## config.mk

```make
export PLATFORM = sky130hd
export DESIGN_NAME = usb_frame_pulse
export DESIGN_NICKNAME = d
export VERILOG_FILES = /design/src/rtl/ufp_pkg.sv /design/src/rtl/ufp_lock_tracker.sv /design/src/rtl/ufp_frame_timer.sv /design/src/rtl/ufp_pulse_shaper.sv /design/src/rtl/usb_frame_pulse.sv
export SDC_FILE = /design/constraint.sdc
export NUM_CORES = 1
export LEC_CHECK = 0
export ABC_AREA = 1
export BUFFER_PORTS_ARGS = -buffer_cell sky130_fd_sc_hd__buf_2
export CAP_MARGIN = 5
export CORE_AREA = 4 4 63 65
export CTS_CLUSTER_DIAMETER = 30
export DETAILED_ROUTE_END_ITERATION = 16
export DIE_AREA = 0 0 67 69
export PLACE_DENSITY_LB_ADDON = 0.12
export SLEW_MARGIN = 10
export SYNTH_ARGS = -nofsm -noshare
export SYNTH_HDL_FRONTEND = slang
export SYNTH_SLANG_ARGS = --single-unit
```

## constraint.sdc

```tcl
create_clock -name clk -period 1.65 [get_ports clk]
set_input_delay 0 -clock clk [delete_from_list [all_inputs] [get_ports clk]]
set_output_delay 0 -clock clk [all_outputs]
set_load 0.01 [all_outputs]
```

## src/rtl/ufp_pkg.sv

```systemverilog
package ufp_pkg;
  localparam int FS_FRAME_BITS = 12000;
  localparam int FS_LEAD_BITS  = 10;
  localparam int FS_PULSE_BITS = 4;
  localparam int FS_LOCK_SOFS  = 2;

  typedef struct packed {
    logic clear;  // reset, resume or suspend: drop all timing state
    logic sof;    // start-of-frame accepted this cycle
  } ufp_evt_t;
endpackage

```

## src/rtl/ufp_lock_tracker.sv

```systemverilog
module ufp_lock_tracker
  import ufp_pkg::*;
#(
  parameter int LOCK_SOFS = FS_LOCK_SOFS
) (
  input  logic     clk,
  input  logic     rst_n,
  input  ufp_evt_t evt,
  output logic     locked
);
  localparam int CNT_W = $clog2(LOCK_SOFS + 1);
  localparam logic [CNT_W-1:0] FULL = CNT_W'(LOCK_SOFS);

  logic [CNT_W-1:0] seen_q;

  always_ff @(posedge clk) begin
    if (!rst_n || evt.clear) seen_q <= '0;
    else if (evt.sof && seen_q != FULL) seen_q <= seen_q + 1'b1;
  end

  assign locked = (seen_q == FULL);
endmodule

```

## src/rtl/ufp_frame_timer.sv

```systemverilog
module ufp_frame_timer
  import ufp_pkg::*;
#(
  parameter int FRAME_BITS = FS_FRAME_BITS,
  parameter int LEAD_BITS  = FS_LEAD_BITS
) (
  input  logic     clk,
  input  logic     rst_n,
  input  logic     bit_en,
  input  ufp_evt_t evt,
  output logic     fire
);
  localparam int PH_W = $clog2(FRAME_BITS);
  localparam logic [PH_W-1:0] LAST    = PH_W'(FRAME_BITS - 1);
  localparam logic [PH_W-1:0] PRE_HIT = PH_W'(FRAME_BITS - LEAD_BITS - 1);

  logic [PH_W-1:0] phase_q;
  logic            running_q;

  always_ff @(posedge clk) begin
    if (!rst_n || evt.clear) begin
      phase_q   <= '0;
      running_q <= 1'b0;
    end else if (evt.sof) begin
      phase_q   <= '0;
      running_q <= 1'b1;
    end else if (running_q && bit_en) begin
      phase_q <= (phase_q == LAST) ? '0 : phase_q + 1'b1;
    end
  end

  // Step into the pulse point on this bit; a strobe in the same cycle wins.
  assign fire = running_q && bit_en && !evt.sof && !evt.clear && (phase_q == PRE_HIT);
endmodule

```

## src/rtl/ufp_pulse_shaper.sv

```systemverilog
module ufp_pulse_shaper
  import ufp_pkg::*;
#(
  parameter int PULSE_BITS = FS_PULSE_BITS
) (
  input  logic     clk,
  input  logic     rst_n,
  input  logic     bit_en,
  input  ufp_evt_t evt,
  input  logic     fire,
  input  logic     locked,
  input  logic     pulse_en,
  input  logic     suspend,
  output logic     pulse
);
  localparam int LEN_W = $clog2(PULSE_BITS + 1);
  localparam logic [LEN_W-1:0] LEN = LEN_W'(PULSE_BITS);

  logic [LEN_W-1:0] left_q;

  always_ff @(posedge clk) begin
    if (!rst_n || evt.clear || !pulse_en) left_q <= '0;
    else if (fire && locked) left_q <= LEN;
    else if (bit_en && left_q != '0) left_q <= left_q - 1'b1;
  end

  assign pulse = (left_q != '0) && pulse_en && !suspend;
endmodule

```

## src/rtl/usb_frame_pulse.sv

```systemverilog
module usb_frame_pulse
  import ufp_pkg::*;
#(
  parameter int FRAME_BITS = FS_FRAME_BITS,
  parameter int LEAD_BITS  = FS_LEAD_BITS,
  parameter int PULSE_BITS = FS_PULSE_BITS,
  parameter int LOCK_SOFS  = FS_LOCK_SOFS
) (
  input  logic clk,
  input  logic rst_n,
  input  logic bit_en,
  input  logic sof_strobe,
  input  logic bus_reset,
  input  logic resume,
  input  logic suspend,
  input  logic pulse_en,
  output logic sof_pulse,
  output logic locked
);
  ufp_evt_t evt;
  logic     fire;
  logic     lock_w;

  always_comb begin
    evt.clear = bus_reset || resume || suspend;
    evt.sof   = sof_strobe && !evt.clear;
  end

  ufp_lock_tracker #(.LOCK_SOFS(LOCK_SOFS)) u_lock (
    .clk(clk), .rst_n(rst_n), .evt(evt), .locked(lock_w)
  );

  ufp_frame_timer #(.FRAME_BITS(FRAME_BITS), .LEAD_BITS(LEAD_BITS)) u_timer (
    .clk(clk), .rst_n(rst_n), .bit_en(bit_en), .evt(evt), .fire(fire)
  );

  ufp_pulse_shaper #(.PULSE_BITS(PULSE_BITS)) u_shape (
    .clk(clk), .rst_n(rst_n), .bit_en(bit_en), .evt(evt), .fire(fire),
    .locked(lock_w), .pulse_en(pulse_en), .suspend(suspend), .pulse(sof_pulse)
  );

  assign locked = lock_w;
endmodule

```

==> reports/metrics.cfg, run 1 <==
[outcome]
status = complete, no violations

[yosys]
yosysUniqueCellTypes = 23
synth_area_per_cell_um2 = 6.49
ys.warnings.count = 0
part_of_the_yosys_area_used_for_sequential_elements = 0.343
mappedNetlistArea_um2 = 1170
ys_seq_elements = 20
synth.cells.most_frequent = sky130_fd_sc_hd__nand2_1 (41), sky130_fd_sc_hd__nor2_1 (38), sky130_fd_sc_hd__inv_1 (28), sky130_fd_sc_hd__dfxtp_1 (20), sky130_fd_sc_hd__nand3_1 (8)
ys_dominant_reg_cell = sky130_fd_sc_hd__dfxtp_1
synthTopCellsByArea = sky130_fd_sc_hd__dfxtp_1 (34%), sky130_fd_sc_hd__nand2_1 (13%), sky130_fd_sc_hd__nor2_1 (12%)
synthMostInstantiatedCell = sky130_fd_sc_hd__nand2_1
synth-edff-count = 0
synth.net_count = 193
synthDominantAreaCellType = sky130_fd_sc_hd__dfxtp_1
async_flop_share = 0
post_synthesis_cells = 180
synth_top_area_share = 0.343

[floorplanning]
core_area_um2 = 3340
top_level_ports = 10
floorplan.die_area_um2 = 4620
chipHeight_um = 69
core.rowCount = 21
die_width_um = 67
initial_core_util = 0.350

[grt]
gr-usage-all-layers = 0.114
first_global_vias = 1023
grt_pass1_wl_um = 4250
grt_remaining_overflow = 0
maximum_number_of_pins_on_one_net_before_global_route_repair = 12
antenna_found_initial = 0

[place]
port_buffers = 9
place_hpwl_um = 1980
placement.setup.worst_slack_ns = 0.196
finalWeightedCongestion = 0.819

[sta]
worst_slew_pin_slew_ns = 0.242
setup_viol_count_final = 0
maxSlewHeadroom = 0.839
period_share = 0.906
max_freq_mhz = 669
rsz0062_at_grt = no
finalWorstSetupSlack_ns = 0.155
report.final.slew_viol_count = 0
period_needed_ns = 1.50
summed_negative_setup_slack_over_all_endpoints_ns = 0
hold_viol = 0
finClkSkew_ns = 0.00525

[final_layout]
layout.nets = 210
area_of_the_multi_input_gates_um2 = 652
p_r_area_growth_vs_syn_pct = 14.5
n_fill_cell = 377
drive_gt1_frac = 0.153
antenna_cells = 0
area.sequential_um2 = 400

[critical_path]
regToRegEndpoint = u_timer.phase_q[5]
crit_start = u_timer.phase_q[0]
r2r_slack_ns = 0.15
crit_path_end = u_timer.phase_q[5]
rr_worst_depth = 8
list_of_cells_traversed_by_the_critical_path = ha_1, nand3_1, nor2_4, nand2_1, nor2_2, nor2_2, nand2_1, nor2_1
crit_arrival_ns = 1.70
required_ns = 1.85
critical_path.reg2reg.startpoint = u_timer.phase_q[0]
timing_worst_setup_path_type = reg -> reg
critPathSlowestCell = sky130_fd_sc_hd__dfxtp_1
cp-end-kind = flop
critPathLaunchType = flop
crit_fanout = 6
slowest_delay_ns = 0.42

[clocking]
ctsRootBufferMaster = sky130_fd_sc_hd__clkbuf_4
clock_path_buffers = 2
cts_sinks = 20
tritoncts_clock_tree = built
cts.reportedPaths.clkPinSlew_ns = 0.11
worstSkewPairLatency_ns = 0.30
post_cts_resized = 0
tritoncts.num_buffers = 3
htree_num_levels = 1

[pwr]
power.ir.vdd_worst_uv = 224
cellLeakagePower_nw = 0.515
cellPowerDensity_nw_per_um2 = 597

[detailed_routing]
route.detailed.vias_per_inst = 4.46
initialDrtViolationCount = 22
route.detailed.wl_per_inst_um = 10.2
vias = 1079
drc = 0
antenna_left = 0
drt-pass1-iter-count = 4
finalWirelength_um = 2460

[worst_hold_path]
path_class_of_the_lowest_slack_min_delay_path = in -> reg

[flow_run]
cap_viol_max_count = 0

[layout make-up]
| class | count | share of cell area |
|---|---|---|
| Tap cell | 46 | 0.0430 |
| Sequential cell | 20 | 0.299 |
| Timing Repair Buffer | 12 | 0.0561 |
| Multi-Input combinational cell | 129 | 0.487 |
| Clock buffer | 4 | 0.0271 |
| Inverter | 31 | 0.0870 |
[per-layer routing]
metal / GRT usage / part of all wire / vias to the layer above
li1: - / - / 584
met1: 0.141 / 0.48 / 474
met2: 0.194 / 0.47 / 17
met3: 0.0195 / 0.037 / 4
met4: 0.0405 / 0.014 / 0
met5: 0 / 0 / -
[timing repair]
item	4_1_cts	5_1_grt
setup endpoints to repair	0	0
hold endpoints to repair	2	0
hold buffers	3	0
setup buffers	0	0
[metrics by stage]
step	power [W]	cells	utilization	hold WS, ns	area (um^2)
after detailed placement	0.000520	235	0.381	0.248	1270
after global placement	0.000520	235	0.381	0.245	1270
final	0.000798	242	0.401	0.0385	1340
after global routing	0.000830	242	0.401	0.0609	1340
after CTS	0.000817	242	0.401	0.0290	1340
after floorplan	0.000506	180	-	0.0475	1170
[registers in the layout, summed over array words and instances, names as in the netlist]
register,cells
u_timer.running_q,1
u_lock.seen_q,2
u_shape.left_q,3
u_timer.phase_q,14
[report_power, final]
part           internal (W)  leakage [nW]  switching, W
combinational     0.0000133         0.333     0.0000164
clock              0.000135        0.0210      0.000151
sequential         0.000483         0.161   0.000000573
[critical path, delay by kind of cell (launching register included)]
family | cells | cell delay [ns]
adders and majority gates | 1 | 0.22
DFF | 1 | 0.42
and+or+nand+nor | 7 | 0.77
[layout by cell type, fill, tap and decap left out]
cell	n
sky130_fd_sc_hd__clkbuf_8	1
sky130_fd_sc_hd__clkinv_1	1
sky130_fd_sc_hd__a21boi_1	1
sky130_fd_sc_hd__nand2_2	5
sky130_fd_sc_hd__nor3_2	1
sky130_fd_sc_hd__nor3_1	3
sky130_fd_sc_hd__nand3_2	2
sky130_fd_sc_hd__nor2_2	4
sky130_fd_sc_hd__o21bai_1	1
sky130_fd_sc_hd__o21ai_0	4
sky130_fd_sc_hd__clkbuf_4	3
sky130_fd_sc_hd__xor2_1	3
sky130_fd_sc_hd__nand2_1	41
sky130_fd_sc_hd__o21ai_1	1
sky130_fd_sc_hd__dlygate4sd3_1	3
sky130_fd_sc_hd__nand3_1	8
sky130_fd_sc_hd__buf_2	9
sky130_fd_sc_hd__inv_2	2
sky130_fd_sc_hd__o21ai_2	1
sky130_fd_sc_hd__nor2_4	2
sky130_fd_sc_hd__nor2_1	38
sky130_fd_sc_hd__a21oi_1	3
sky130_fd_sc_hd__inv_1	28
sky130_fd_sc_hd__nand3b_1	1
sky130_fd_sc_hd__ha_1	5
sky130_fd_sc_hd__nand4_1	5
sky130_fd_sc_hd__dfxtp_1	20
[worst min path at each step]
stage                   from                 to  cells past startpoint
finish              pulse_en  u_shape.left_q[2]                      4
global route        pulse_en  u_shape.left_q[2]                      4
CTS                 pulse_en  u_shape.left_q[2]                      4
detailed placement   suspend          sof_pulse                      3
global placement     suspend          sof_pulse                      3
floorplan            suspend          sof_pulse                      1
[kinds of logic after synthesis]
kind of cell,after synthesis,synth area share
and+or+nand+nor,110,0.427
buffers and inverters,31,0.0996
DFF,20,0.343
AOI/OAI and AO/OA,11,0.0546
adders and majority gates,5,0.0535
xor gates and xnor gates,3,0.0225
Power figures use the tool's default switching activity.
==> run 2, diff against run 1 <==
- CORE_AREA: 4 4 63 65 -> 4 4 69 71
- DIE_AREA: 0 0 67 69 -> 0 0 73 75
- REMOVE_ABC_BUFFERS: default -> 1
==> run 2 against run 1 <==
Compared with the run above:
- sequential cell count stayed put
- combinational power decreased by 10%
- die area rose by 18%
- power up 12%
- fmax rose by 3.5%
- wire length grew 7.6%
- highest routed layer unchanged
==> reports/metrics.cfg, run 2 (synthesized netlist as in run 1, its figures left out) <==
[outcome]
status = complete, no violations

[critical_path]
timing_worst_setup_path_type = reg -> reg
cp-end-kind = flop
critPathTopFamily = simple AND/OR/NAND/NOR gates
slowest_delay_ns = 0.39  ; -0.03 ns
critPathSlowestCell = sky130_fd_sc_hd__dfxtp_1
required_ns = 1.80  ; -0.05 ns
critical_path.n_buffers_inverters = 0  ; unchanged
critPathLaunchType = flop
crit_arrival_ns = 1.60  ; -0.10 ns
list_of_cells_traversed_by_the_critical_path = ha_1, nand3_1, nor2_4, nand2_1, nor2_2, nor2_2, nand2_1, nor2_1
r2r_slack_ns = 0.21  ; +0.05 ns
crit_fanout = 6  ; unchanged

[sta]
finClkSkew_ns = 0.00373  ; -0.00152 ns
period_share = 0.875  ; -0.0310
report.final.slew_viol_count = 0  ; unchanged
maxSlewHeadroom = 0.854  ; +0.0152
rsz0062_at_grt = no
hold_viol = 0  ; unchanged
finalWorstSetupSlack_ns = 0.206  ; +0.0511 ns
finalHoldWorstSlack_ns = 0.0282  ; -0.0103 ns
period_needed_ns = 1.44  ; -0.0511 ns
max_freq_mhz = 692  ; +3.5%
setup_viol_count_final = 0  ; unchanged
worst_slew_pin_slew_ns = 0.219  ; -0.0228 ns
summed_negative_setup_slack_over_all_endpoints_ns = 0  ; unchanged

[pwr]
cellLeakagePower_nw = 0.512  ; -0.62%
cellPowerDensity_nw_per_um2 = 663  ; +11%
power.ir.vdd_worst_uv = 446  ; +99%

[final_layout]
most-common-layout-cells = sky130_fd_sc_hd__nand2_1 (41), sky130_fd_sc_hd__nor2_1 (38), sky130_fd_sc_hd__inv_1 (28), sky130_fd_sc_hd__dfxtp_1 (20), sky130_fd_sc_hd__buf_2 (9)
top_regs = u_timer.phase_q (14), u_shape.left_q (3), u_lock.seen_q (2)
layout.cells.non_filler = 246  ; +1.7%
drive_gt1_frac = 0.155  ; +0.00158
layout.core_utilization = 0.317  ; -0.0834
largest_register_ff_count = 14  ; unchanged
antenna_cells = 0  ; unchanged
layout.nets = 208  ; -0.95%
layout_commonest_cell = sky130_fd_sc_hd__nand2_1
p_r_area_growth_vs_syn_pct = 15.0
n_fill_cell = 470  ; +25%
top_register = u_timer.phase_q

[floorplanning]
core.rowCount = 24  ; +14%
floorplan.die_area_um2 = 5480  ; +18%
top_level_ports = 10  ; unchanged
chipHeight_um = 75  ; +8.7%
die_width_um = 73  ; +9.0%
core_area_um2 = 4230  ; +27%
initial_core_util = 0.276  ; -0.0742

[detailed_routing]
drt-pass1-iter-count = 4  ; unchanged
drc = 0  ; unchanged
antenna_left = 0  ; unchanged
route.detailed.vias_per_inst = 4.29  ; -3.8%
finalWirelength_um = 2650  ; +7.6%
route.detailed.wl_per_inst_um = 10.8  ; +5.8%
vias = 1055  ; -2.2%
initialDrtViolationCount = 20  ; -9.1%

[clocking]
tritoncts.num_buffers = 3  ; unchanged
worstSkewPairLatency_ns = 0.26  ; -0.04 ns
clock_path_buffers = 2  ; unchanged
cts.reportedPaths.clkPinSlew_ns = 0.08  ; -0.03 ns
cts_sinks = 20  ; unchanged
ctsRootBufferMaster = sky130_fd_sc_hd__clkbuf_8
htree_num_levels = 1  ; unchanged
tritoncts_clock_tree = built

[place]
port_buffers = 9  ; unchanged
dpl.cell_count = 241  ; +2.6%
placement.setup.worst_slack_ns = 0.227  ; +0.0308 ns
place_hpwl_um = 2180  ; +10%
finalWeightedCongestion = 0.772  ; -5.7%

[grt]
antenna_found_initial = 0  ; unchanged
gr-usage-all-layers = 0.112  ; -0.00265
grt_pass1_wl_um = 4750  ; +12%
maximum_number_of_pins_on_one_net_before_global_route_repair = 12  ; unchanged
grt_remaining_overflow = 0  ; unchanged
first_global_vias = 1117  ; +9.2%

[worst_hold_path]
path_class_of_the_lowest_slack_min_delay_path = in -> reg

[flow_run]
cap_viol_max_count = 0  ; unchanged

run 2: cell types whose count changed in the layout (fill, tap and decap cells not counted):
cell and delta:
sky130_fd_sc_hd__clkbuf_8 +3, sky130_fd_sc_hd__dlygate4sd3_1 -2, sky130_fd_sc_hd__clkbuf_4 -3
run 2: final timing paths:
path                         to               start  depth (start not counted)
min reg2reg    u_lock.seen_q[0]    u_lock.seen_q[0]                          2
max reg2reg  u_timer.phase_q[5]  u_timer.phase_q[0]                          8
max          u_timer.phase_q[5]  u_timer.phase_q[0]                          8
min           u_timer.running_q               rst_n                          3
run 2: report_power, final:
group | switching (W) | leakage [nW] | internal (W)
clock | 0.000168 | 0.0288 | 0.000212
combinational | 0.0000155 | 0.322 | 0.0000112
sequential | 0.000000572 | 0.161 | 0.000483
total | 0.000184 | 0.512 | 0.000706
run 2: tightest hold or removal path: stages:
cell	delay, ns
sky130_fd_sc_hd__buf_2	0.08
sky130_fd_sc_hd__nand2_2	0.08
sky130_fd_sc_hd__nor2_1	0.09
run 2: metal layers:
metal  track usage  wire [um]  vias to the layer above
met5             0          0                        -
met4        0.0369         24                        0
met3        0.0280         94                        2
met2         0.203       1330                       11
met1         0.128       1200                      461
li1              -          -                      581
run 2: area by class of cell:
class | instances | area (um^2) | area share
Sequential cell | 20 | 400 | 0.298
Clock buffer | 4 | 55.1 | 0.0410
Multi-Input combinational cell | 129 | 652 | 0.485
Inverter | 31 | 116 | 0.0866
Timing Repair Buffer | 10 | 55.1 | 0.0410
Tap cell | 52 | 65.1 | 0.0484
run 2: repair_timing:
item,4_1_cts,5_1_grt
setup buffers,0,0
hold buffers,1,0
resized for setup,0,0
endpoints found under the hold margin,1,0
run 2: metrics by stage:
stage          area [um^2]  power [W]
2_1_floorplan         1170   0.000506
3_3_place_gp          1280   0.000520
3_5_place_dp          1280   0.000520
4_1_cts               1340   0.000917
5_1_grt               1340   0.000939
6_report              1340   0.000890
==> run 3, diff against run 2 <==
- ABC_AREA: 1 -> default
- CORE_AREA: 4 4 69 71 -> 4 4 65 67
- DIE_AREA: 0 0 73 75 -> 0 0 69 71
==> run 3 against run 2 <==
Compared with the run above:
- final area fell by 5.8%
- sequential cell count did not move
- critical path depth fell by 3
- utilization rose by 3.1 points
- combinational power rose by 26%
- cell count fell by 25%
- first-iteration DRC count rose by 25%
==> reports/metrics.cfg, run 3 <==
[critical_path]
list_of_cells_traversed_by_the_critical_path = ha_1, nand3_1, nor4_1, xnor2_1, nor2_1
critPathSlowestCell = sky130_fd_sc_hd__dfxtp_1
crit_arrival_ns = 1.70  ; +0.10 ns
r2r_slack_ns = 0.11  ; -0.10 ns
critPathLaunchType = flop
critical_path.reg2reg.startpoint = u_timer.phase_q[1]
cp-end-kind = flop
regToRegEndpoint = u_timer.phase_q[10]
timing_worst_setup_path_type = reg -> reg
slowest_delay_ns = 0.43  ; +0.04 ns
rr_worst_depth = 5  ; -3
required_ns = 1.81  ; about the same
crit_fanout = 6  ; unchanged

[yosys]
synth.area.mux_share = 0  ; unchanged
mappedNetlistArea_um2 = 1020  ; -13%
async_flop_share = 0  ; unchanged
yosysUniqueCellTypes = 29  ; +26%
part_of_the_yosys_area_used_for_sequential_elements = 0.392  ; +0.0491
post_synthesis_cells = 116  ; -36%
synthTopCellsByArea = sky130_fd_sc_hd__dfxtp_1 (39%), sky130_fd_sc_hd__xnor2_1 (9.4%), sky130_fd_sc_hd__nor2_1 (8.1%)
synth_simple_gate_area_frac = 0.315  ; -0.113
synthDominantAreaCellType = sky130_fd_sc_hd__dfxtp_1
synth-edff-count = 0  ; unchanged
synth_compound_gate_area_share = 0.0685  ; +0.0139
synth.cells.most_frequent = sky130_fd_sc_hd__nor2_1 (22), sky130_fd_sc_hd__dfxtp_1 (20), sky130_fd_sc_hd__xnor2_1 (11), sky130_fd_sc_hd__nand2_1 (8)
ys_dominant_reg_cell = sky130_fd_sc_hd__dfxtp_1
synth_top_area_share = 0.392  ; +0.0491
post_synth_fa_ha_maj_area_fraction = 0.0612  ; +0.00767
combinational_family_with_the_most_area_after_synthesis = simple AND/OR/NAND/NOR gates
ys_seq_elements = 20  ; unchanged
synthMostInstantiatedCell = sky130_fd_sc_hd__nor2_1
synth-xor-area-share = 0.120  ; +0.0975
synth_area_per_cell_um2 = 8.81  ; +36%
ys.warnings.count = 0  ; unchanged

[grt]
antenna_found_initial = 0  ; unchanged
maximum_number_of_pins_on_one_net_before_global_route_repair = 15  ; +3
grt_pass1_wl_um = 3760  ; -21%
grt_remaining_overflow = 0  ; unchanged
gr-usage-all-layers = 0.0935  ; -0.0182
first_global_vias = 829  ; -26%

[pwr]
power.ir.vdd_worst_uv = 294  ; -34%
report.power.total_w = 0.00100  ; +13%
cellPowerDensity_nw_per_um2 = 794  ; +20%
cellLeakagePower_nw = 0.427  ; -17%

[detailed_routing]
vias = 838  ; -21%
drc = 0  ; unchanged
finalWirelength_um = 2070  ; -22%
initialDrtViolationCount = 25  ; +25%
antenna_left = 0  ; unchanged
route.detailed.vias_per_inst = 4.53  ; +5.6%
route.detailed.wl_per_inst_um = 11.2  ; +3.9%
drt-pass1-iter-count = 2  ; -2

[worst_hold_path]
path_class_of_the_lowest_slack_min_delay_path = in -> reg
hold_path_depth = 3  ; unchanged
hold_path.startpoint = sof_strobe
min_to = u_timer.running_q

[sta]
worst_slew_pin_slew_ns = 0.411  ; +0.192 ns
setup_viol_count_final = 0  ; unchanged
report.final.slew_viol_count = 0  ; unchanged
max_freq_mhz = 649  ; -6.3%
finClkSkew_ns = 0.00271  ; -0.00102 ns
rsz0062_at_grt = no
period_needed_ns = 1.54  ; +0.0978 ns
maxSlewHeadroom = 0.722  ; -0.132
period_share = 0.934  ; +0.0593
hold_viol = 0  ; unchanged
summed_negative_setup_slack_over_all_endpoints_ns = 0  ; unchanged

[final_layout]
layout_commonest_cell = sky130_fd_sc_hd__nor2_1
antenna_cells = 0  ; unchanged
top_register = u_timer.phase_q
layout.nets = 151  ; -27%
top_regs = u_timer.phase_q (14), u_shape.left_q (3), u_lock.seen_q (2)
p_r_area_growth_vs_syn_pct = 23.9
drive_gt1_frac = 0.190  ; +0.0351
most-common-layout-cells = sky130_fd_sc_hd__nor2_1 (22), sky130_fd_sc_hd__dfxtp_1 (20), sky130_fd_sc_hd__xnor2_1 (11), sky130_fd_sc_hd__buf_2 (9)
largest_register_ff_count = 14  ; unchanged

[clocking]
ctsRootBufferMaster = sky130_fd_sc_hd__clkbuf_8
post_cts.repair.setup_buffers = 0  ; unchanged
clock_path_buffers = 2  ; unchanged
htree_num_levels = 1  ; unchanged
cts.reportedPaths.clkPinSlew_ns = 0.08  ; about the same
cts_sinks = 20  ; unchanged
tritoncts_clock_tree = built
worstSkewPairLatency_ns = 0.26  ; about the same
tritoncts.num_buffers = 3  ; unchanged

[floorplanning]
core_area_um2 = 3630  ; -14%
chipHeight_um = 71  ; -5.3%
core.rowCount = 22  ; -8.3%
initial_core_util = 0.281  ; +0.00533
top_level_ports = 10  ; unchanged
floorplan.die_area_um2 = 4900  ; -11%
die_width_um = 69  ; -5.5%

[place]
place_hpwl_um = 1610  ; -26%
finalWeightedCongestion = 0.711  ; -7.9%
port_buffers = 9  ; unchanged

[flow_run]
cap_viol_max_count = 0  ; unchanged

[outcome]
status = complete, no violations

==> run 3: changes by cell type after synthesis, sizes merged, moves of 2 or more <==
| cell | change |
|---|---|
| a211oi | +2 |
| buf | +2 |
| inv | -24 |
| nand2 | -38 |
| nand3 | -7 |
| nand4 | +2 |
| nor2 | -22 |
| nor4 | +4 |
| nor4b | +3 |
| o21ai | -4 |
| or3 | +2 |
| xnor2 | +11 |
==> run 3: metal layers <==
| metal | track usage | share of wire | up-vias |
|---|---|---|---|
| met5 | 0 | 0 | - |
| met4 | 0.0325 | 0.0082 | 0 |
| met3 | 0.0213 | 0.014 | 2 |
| met2 | 0.151 | 0.47 | 1 |
| met1 | 0.122 | 0.50 | 391 |
| li1 | - | - | 444 |
==> run 3: worst max path at each step <==
stage / from / to / slack, ns / cells past startpoint
finish: u_timer.phase_q[1] / u_timer.phase_q[10] / 0.11 / 5
global route: u_timer.phase_q[1] / u_timer.phase_q[10] / 0.007 / 5
CTS: u_timer.phase_q[5] / u_shape.left_q[1] / 0.06 / 4
detailed placement: u_timer.phase_q[5] / u_shape.left_q[1] / 0.08 / 4
global placement: u_timer.phase_q[5] / u_shape.left_q[1] / 0.16 / 4
floorplan: u_timer.phase_q[0] / u_shape.left_q[1] / 0.23 / 5
==> run 3: kinds of logic after synthesis <==
group	count (synthesis)
AND/OR/NAND/NOR	59
flip-flops	20
XOR/XNOR	14
AO/OA/AOI/OAI	10
buffers and inverters	8
adder cells (fa/ha/maj)	5
==> run 3: critical path: cells and delay by family, from the launching register on <==
kind	cells	cell delay [ns]
AND/OR/NAND/NOR	3	0.59
XOR/XNOR	1	0.16
flip-flops	1	0.43
adder cells (fa/ha/maj)	1	0.26
==> run 3: final cells by class <==
type,count,area [um^2]
fill,408,2370
sequential,20,400
tap,48,60.1
timing repair buffer,19,135
clock buffer,3,41.3
clock inverter,1,30.0
inverter,6,22.5
multi-input combinational,88,577
==> run 3: report_power, final <==
part,internal (W),leakage [nW],switching [W]
sequential,0.000483,0.161,0.000000878
combinational,0.0000161,0.230,0.0000177
clock,0.000324,0.0357,0.000164
==> run 3: through the flow <==
| step | hold WS (ns) | setup slack, ns | instance area (um^2) | cells | utilization |
|---|---|---|---|---|---|
| floorplan | 0.109 | 0.228 | 1000 | 114 | - |
| global placement | 0.250 | 0.156 | 1180 | 180 | 0.326 |
| detailed placement | 0.254 | 0.0816 | 1180 | 180 | 0.326 |
| CTS | 0.00526 | 0.0563 | 1270 | 185 | 0.348 |
| global route | 0.0512 | 0.00733 | 1270 | 185 | 0.348 |
| finish | 0.00538 | 0.108 | 1270 | 185 | 0.348 |
==> run 3: timing repair <==
action	4_1_cts	5_1_grt
setup endpoints to repair	0	2
hold endpoints to repair	1	0
resized for setup	0	1
hold buffers	1	0
